`config.mk`:
```
export PLATFORM = sky130hd
export DESIGN_NAME = slv_ack_decider
export DESIGN_NICKNAME = d
export VERILOG_FILES = /design/src/rtl/sad_pkg.sv /design/src/rtl/sad_addr_cmp.sv /design/src/rtl/sad_ack_policy.sv /design/src/rtl/sad_state_reg.sv /design/src/rtl/slv_ack_decider.sv
export SDC_FILE = /design/constraint.sdc
export NUM_CORES = 1
export LEC_CHECK = 0
export BUFFER_PORTS_ARGS = -buffer_cell sky130_fd_sc_hd__buf_2
export CAP_MARGIN = 20
export CORE_AREA = 2 2 39 41
export DETAILED_ROUTE_END_ITERATION = 12
export DIE_AREA = 0 0 41 43
export PLACE_DENSITY = 0.61
export SETUP_SLACK_MARGIN = 0.2
export SKIP_LAST_GASP = 1
export SYNTH_ARGS = -nofsm -noshare
export SYNTH_HDL_FRONTEND = slang
export SYNTH_HIERARCHICAL = 1
export SYNTH_SLANG_ARGS = --single-unit
```
`constraint.sdc`:
```
create_clock -name clk -period 1.01 [get_ports clk]
set_clock_uncertainty 0.2 [all_clocks]
set_input_delay 0.202 -clock clk [delete_from_list [all_inputs] [get_ports clk]]
set_output_delay 0.202 -clock clk [all_outputs]
set_load 0.03 [all_outputs]
```
`src/rtl/sad_pkg.sv`:
```
package sad_pkg;

  typedef enum logic [1:0] {
    ROLE_OTHER = 2'b00,
    ROLE_MTX   = 2'b01,
    ROLE_MRX   = 2'b10,
    ROLE_SRX   = 2'b11
  } role_e;

  // the controller currently drives the clock
  function automatic logic role_is_master(input logic [1:0] r);
    return (r == ROLE_MTX) || (r == ROLE_MRX);
  endfunction

  // the controller is the receiving side of data bytes
  function automatic logic role_takes_data(input logic [1:0] r);
    return (r == ROLE_MRX) || (r == ROLE_SRX);
  endfunction

endpackage

```
`src/rtl/sad_addr_cmp.sv`:
```
module sad_addr_cmp #(
  parameter int AW = 7
) (
  input  logic [AW:0] rx_byte,
  input  logic [AW:0] cfg,
  input  logic        ack_en,
  input  logic [1:0]  role,
  output logic        own_hit,
  output logic        gc_hit
);
  import sad_pkg::*;

  localparam logic [AW-1:0] GC_CODE = '0;

  logic [AW-1:0] rx_addr;
  logic [AW-1:0] own_addr;
  logic          gc_allowed;
  logic          may_answer;
  logic          is_gc_code;

  always_comb begin
    rx_addr    = rx_byte[AW:1];
    own_addr   = cfg[AW:1];
    gc_allowed = cfg[0];
    may_answer = ack_en && !role_is_master(role);
    is_gc_code = (rx_addr == GC_CODE);
    own_hit    = may_answer && !is_gc_code && (rx_addr == own_addr);
    gc_hit     = may_answer && is_gc_code && gc_allowed;
  end

endmodule

```
`src/rtl/sad_ack_policy.sv`:
```
module sad_ack_policy (
  input  logic       is_addr,
  input  logic       own_hit,
  input  logic       gc_hit,
  input  logic       ack_en,
  input  logic [1:0] role,
  output logic       ack
);
  import sad_pkg::*;

  always_comb begin
    if (!ack_en)      ack = 1'b0;
    else if (is_addr) ack = own_hit || gc_hit;
    else              ack = role_takes_data(role);
  end

endmodule

```
`src/rtl/sad_state_reg.sv`:
```
module sad_state_reg (
  input  logic clk,
  input  logic rst_n,
  input  logic take,
  input  logic is_addr,
  input  logic own_hit,
  input  logic gc_hit,
  input  logic ack,
  input  logic rw_bit,
  input  logic stop,
  output logic sda_lvl,
  output logic own_q,
  output logic gc_q,
  output logic evt_q,
  output logic addressed_q,
  output logic rw_q
);

  logic any_hit;
  assign any_hit = own_hit || gc_hit;

  always_ff @(posedge clk or negedge rst_n) begin
    if (!rst_n) begin
      sda_lvl     <= 1'b1;
      own_q       <= 1'b0;
      gc_q        <= 1'b0;
      evt_q       <= 1'b0;
      addressed_q <= 1'b0;
      rw_q        <= 1'b0;
    end else begin
      evt_q <= 1'b0;
      if (stop) begin
        sda_lvl     <= 1'b1;
        own_q       <= 1'b0;
        gc_q        <= 1'b0;
        addressed_q <= 1'b0;
        evt_q       <= addressed_q;
      end else if (take) begin
        sda_lvl <= !ack;
        if (is_addr) begin
          own_q       <= own_hit;
          gc_q        <= gc_hit;
          addressed_q <= any_hit;
          evt_q       <= any_hit;
          if (any_hit) rw_q <= rw_bit;
        end
      end
    end
  end

endmodule

```
`src/rtl/slv_ack_decider.sv`:
```
module slv_ack_decider #(
  parameter int AW = 7
) (
  input  logic        clk,
  input  logic        rst_n,
  input  logic [AW:0] addr_cfg_i,
  input  logic        ack_en_i,
  input  logic [1:0]  role_i,
  input  logic        rx_valid_i,
  input  logic        rx_is_addr_i,
  input  logic [AW:0] rx_byte_i,
  input  logic        bus_stop_i,
  output logic        sda_lvl_o,
  output logic        own_hit_o,
  output logic        gc_hit_o,
  output logic        evt_o,
  output logic        addressed_o,
  output logic        rw_o
);

  // named internal events, observed by the checker
  logic w_take;
  logic w_own;
  logic w_gc;
  logic w_ack;

  assign w_take = rx_valid_i && !bus_stop_i;

  sad_addr_cmp #(.AW(AW)) u_cmp (
    .rx_byte (rx_byte_i),
    .cfg     (addr_cfg_i),
    .ack_en  (ack_en_i),
    .role    (role_i),
    .own_hit (w_own),
    .gc_hit  (w_gc)
  );

  sad_ack_policy u_pol (
    .is_addr (rx_is_addr_i),
    .own_hit (w_own),
    .gc_hit  (w_gc),
    .ack_en  (ack_en_i),
    .role    (role_i),
    .ack     (w_ack)
  );

  sad_state_reg u_st (
    .clk         (clk),
    .rst_n       (rst_n),
    .take        (w_take),
    .is_addr     (rx_is_addr_i),
    .own_hit     (w_own),
    .gc_hit      (w_gc),
    .ack         (w_ack),
    .rw_bit      (rx_byte_i[0]),
    .stop        (bus_stop_i),
    .sda_lvl     (sda_lvl_o),
    .own_q       (own_hit_o),
    .gc_q        (gc_hit_o),
    .evt_q       (evt_o),
    .addressed_q (addressed_o),
    .rw_q        (rw_o)
  );

endmodule

```
After elaboration in Yosys (flattened, before gate mapping)
Index checks and enable logic that the tools add are counted.
Widths: inputs -> output; s select.
{"block": "op_classes", "n_eq_ne": 4, "muxes": 16, "n_reduce_logical": 18, "bitwise": 1}
{"cell": "$mux 1", "n": 16}
{"cell": "$eq 7x7->1", "n": 1}
{"cell": "$logic_not 7->1", "n": 1}
{"cell": "$logic_and 1x1->1", "n": 6}
{"cell": "$eq 2x2->1 const B", "n": 2}
{"cell": "$logic_not 1->1", "n": 4}
{"cell": "$reduce_and 4->1", "n": 1}
{"cell": "$reduce_bool 2->1", "n": 2}
{"cell": "$logic_or 1x1->1", "n": 3}
{"cell": "$eq 2x1->1 const B", "n": 1}
{"cell": "$reduce_and 2->1", "n": 1}
{"cell": "$not 1->1", "n": 1}
{"block": "totals", "inputBits": 24, "wordCells": 45, "register_bits": 6}

Longest topological paths before layout
{"block": "logic_depth", "depth_word": 12, "ltp_mapped": 8}

Cells and area by module
The synthesis kept the hierarchy.
{"mod": "sad_state_reg", "seq_area_each_um2": 151.4, "instances": 1, "cells_each": 22, "area_each_um2": 246.5}
{"mod": "sad_addr_cmp", "seq_area_each_um2": 0.0, "instances": 1, "cells_each": 15, "area_each_um2": 120.1}
{"mod": "sad_ack_policy", "seq_area_each_um2": 0.0, "instances": 1, "cells_each": 3, "area_each_um2": 13.8}
{"mod": "slv_ack_decider", "seq_area_each_um2": 0.0, "instances": 1, "cells_each": 1, "area_each_um2": 13.8}

Least setup slack after synthesis
Ideal clock, no wire load.
{"block": "synth_timing", "kind": "input port to flip-flop", "start": "in rx_byte_i[4]", "end": "reg u_st.rw_q", "cell_stages": 6, "setup_time_ns": 0.128, "path_buffers": 0, "t_required_ns": 0.682, "setup_slack_ns": -0.997, "arrival_time_ns": 1.679, "path_cell_list": "or4_1 > nor4_2 > and4_1 > nor2_1 > nor3_2 > mux2_1"}
{"element": "start, declared", "line": "slv_ack_decider.sv:11", "rtl": "input logic [AW:0] rx_byte_i,"}
{"element": "$logic_not 7->1", "line": "sad_addr_cmp.sv:26", "rtl": "is_gc_code = (rx_addr == GC_CODE);"}
{"element": "$logic_and 1x1->1 (2 in a row)", "line": "sad_addr_cmp.sv:28", "rtl": "gc_hit = may_answer && is_gc_code && gc_allowed;"}
{"element": "named net w_gc", "line": "slv_ack_decider.sv:24", "rtl": "logic w_gc;"}
{"element": "$logic_or 1x1->1", "line": "sad_state_reg.sv:20", "rtl": "assign any_hit = own_hit || gc_hit;"}
{"element": "$reduce_and 4->1 (no line)"}
{"element": "end signal, assigned", "line": "sad_state_reg.sv:45", "rtl": "if (any_hit) rw_q <= rw_bit;"}
{"element": "end, declared", "line": "sad_state_reg.sv:16", "rtl": "output logic rw_q"}
The timed path passes the listed nets, and every way through them passes these cells.
A chain may end at the register's enable or synchronous reset.

Worst setup path after layout
Ends and elaborated chain as after synthesis.

==> impl_metrics.csv <==
group,metric,value,unit
run_status,status,"finished, violations left",
run_status,violations,"hold timing, setup timing",
critical_path,r2r-start,"u_st/addressed_q$_DFFE_PN0P_",
pwr,finalPower,709,uW
synth,synth_seq_cells,6,
synth,synth.top_cell.area_share,31.7,%
critical_path,critPathLaunchType,"primary input",
cells_and_area,diodes,0,
pwr,powerDensity,788,nW/um^2
timing,fin_ws,-0.860,ns
floorplan,die-area,1760,sq um
clocking,cts_max_path_buffers,2,
global_route,antenna_found_initial,0,
clocking,worstSkewPairLatency,0.25,ns
hold_path,min_to,"u_st/rw_q$_DFFE_PN0P_",
timing,post-route-min-period,1.87,ns
synth,yosysWarningCount,6,
synth,synth_area_leaders,"dfrtp_1, xnor2_1, dfstp_2",
synth,syn_avg_cell_area,9.61,sq um
drt,wl_per_cell,10.6,microns
global_route,gr-total-overflow,0,
pwr,p_sw,189,uW
timing,finalSetupTns,-5.56,ns
synth,ys.flop_type,"dfrtp_1",
timing,tightest_slew,0.259,ns
pwr,vdd_drop_max,0.342,mV
synth,synth_common_cells,"xnor2_1, dfrtp_1, a21oi_1, nand2_1, nand3_1",
clocking,clk_pin_slew,0.04,ns
clocking,hold_buffers,1,
synth,synth-edff-count,0,
synth,netlist_instances,41,
timing,maxSlewViolCount,0,
synth,synth_cell_type_count,20,
timing,finalCritPeriodShare,185,%
hold_path,hold_start,"rx_byte_i[0]",
hold_path,hp-class,"primary input to flip-flop",
timing,fmaxAchievable,0.535,GHz
timing,finalHoldViolations,1,
drt,remaining_drc_errors,0,
critical_path,setup.worst_path.class,"primary input to flip-flop",
critical_path,cp.required,0.94,ns
floorplan,initial_utilization,28.5,%
pwr,leakage,0.415,nW
synth,postSynth.asyncResetShare,100,%
clocking,cts_tree,"built",
timing,setup_viol,12,
drt,drtIter0Drc,4,
drt,dr_total_vias,526,
synth,syn_area,394,sq um
clocking,cts_root_buf,"clkbuf_4",
place,portBuffers,29,
critical_path,r2r_slack,-0.08,ns
critical_path,r2r_cells,3,
drt,dr.pass1.iters,2,
critical_path,arrival,1.80,ns
synth,post-synth-top-count-cell,"xnor2_1",
floorplan,core,1380,sq um
pwr,power.share.clock,34.8,%
floorplan,rows,14,
pwr,p_comb_share,30.1,%
cells_and_area,area_delta_synth_final,128,%
timing,max-slew-margin-rel,82.6,%
floorplan,die_h,43,microns
place,hpwl,871,microns
drt,ant_nets,0,
drt,drt_wl_total,1210,microns
clocking,cts_made_buffers,3,
critical_path,r2r-end,"u_st/addressed_q$_DFFE_PN0P_",
synth,synth.largest_area_cell,"dfrtp_1",
timing,rsz0062_at_grt,"yes",
global_route,grtUsageTotal,17.2,%
timing,timing.hold.ws,-0.0223,ns
cells_and_area,final_nets,123,
pwr,netSwitchingFraction,26.7,%
critical_path,cp_max_fo,2,
clocking,clkSinkCount,6,
synth,ys_seq_area_share,38.4,%
hold_path,hold_path_depth,2,
critical_path,end_kind,"flip-flop",
drt,via_per_inst,4.61,
pwr,p_int,520,uW
place,place.gp.congestion,0.686,
floorplan,pin_count,30,
clocking,htreeDepth,1,
pwr,power_frac_seq,35.2,%
floorplan,dieWidth,41,microns
job,maxCapViolCount,0,
synth,syn-num-nets,65,
global_route,grt_pass1_wl,1970,microns
cells_and_area,drive_above_1_share,75.5,%
global_route,grt_pass1_vias,486,
global_route,grt_max_degree,7,
[layer usage]
layer | GRT usage, % | share of wire [%] | up-vias
li1 | - | - | 266
met1 | 16.8 | 33 | 227
met2 | 29.1 | 55 | 31
met3 | 4.19 | 10 | 2
met4 | 12.0 | 1.4 | 0
met5 | 0 | 0 | -
[metrics by stage]
step	instance area [sq um]	std cells	worst slack (ns)	util, %
4_1_cts	845	112	-0.821	61.0
2_1_floorplan	403	41	-0.974	-
3_5_place_dp	688	102	-1.14	49.7
3_3_place_gp	688	102	-1.12	49.7
6_report	900	114	-0.860	65.0
5_1_grt	900	114	-0.914	65.0
[critical path: stages]
cell and delay, ns:
buf_6 0.09, or4_4 0.54, nor4_4 0.16, and4_1 0.25
nor2_2 0.06, nor3_2 0.16, mux2_1 0.33
[state kept, by name (all words and copies together) (netlist names)]
signal            cells
u_st/addressed_q      1
u_st/evt_q            1
u_st/sda_lvl          1
u_st/rw_q             1
u_st/gc_q             1
u_st/own_q            1
[worst max-delay path by stage]
stage	slack (ns)	from	endpoint
after detailed placement	-1.14	rx_byte_i[4]	u_st/rw_q$_DFFE_PN0P_
final	-0.86	rx_byte_i[4]	u_st/rw_q$_DFFE_PN0P_
after global placement	-1.12	rx_byte_i[4]	u_st/rw_q$_DFFE_PN0P_
after global routing	-0.91	rx_byte_i[4]	u_st/rw_q$_DFFE_PN0P_
after CTS	-0.82	rx_byte_i[4]	u_st/rw_q$_DFFE_PN0P_
after floorplan	-0.97	rx_byte_i[4]	u_st/rw_q$_DFFE_PN0P_
[logic make-up after synthesis]
group | count (synthesis) | share of synthesized area, %
AO/OA/AOI/OAI | 8 | 11.7
XOR/XNOR | 8 | 17.8
flip-flops | 6 | 38.4
multiplexers | 1 | 2.86
AND/OR/NAND/NOR | 18 | 29.2
[area by class of cell]
type,count,area (sq um)
tap,16,20.0
clock buffer,4,26.3
multi-input combinational,35,308
timing repair buffer,53,389
sequential,6,156
fill,112,484
[power by group through the flow]
stage               logic (mW)  registers, mW  clock network (mW)
floorplan               0.0518          0.262                   0
global placement         0.177          0.253                   0
detailed placement       0.180          0.252                   0
CTS                      0.204          0.249               0.263
global route             0.232          0.250               0.285
finish                   0.213          0.249               0.246
[layout by cell type, fill, tap and decap left out, drive strengths merged]
cell type    count
and4             1
dfrtp            5
nand4            1
o21ai            2
mux2             1
dfstp            1
nor2b            1
nand3            3
nor3             1
or4              1
buf             52
a311oi           1
nand2b           1
a21o             1
clkbuf           4
nor4             2
nand2            5
xnor2            8
a21oi            4
dlygate4sd3      1
nor2             2
[timing repair]
item                                    in CTS  in global routing
pin swaps                                    5                  4
endpoints found under the hold margin        7                  1
endpoints found under the setup margin      12                 12
setup buffers                                5                  2
resized for setup                           20                  9
Power figures use the tool's default switching activity.
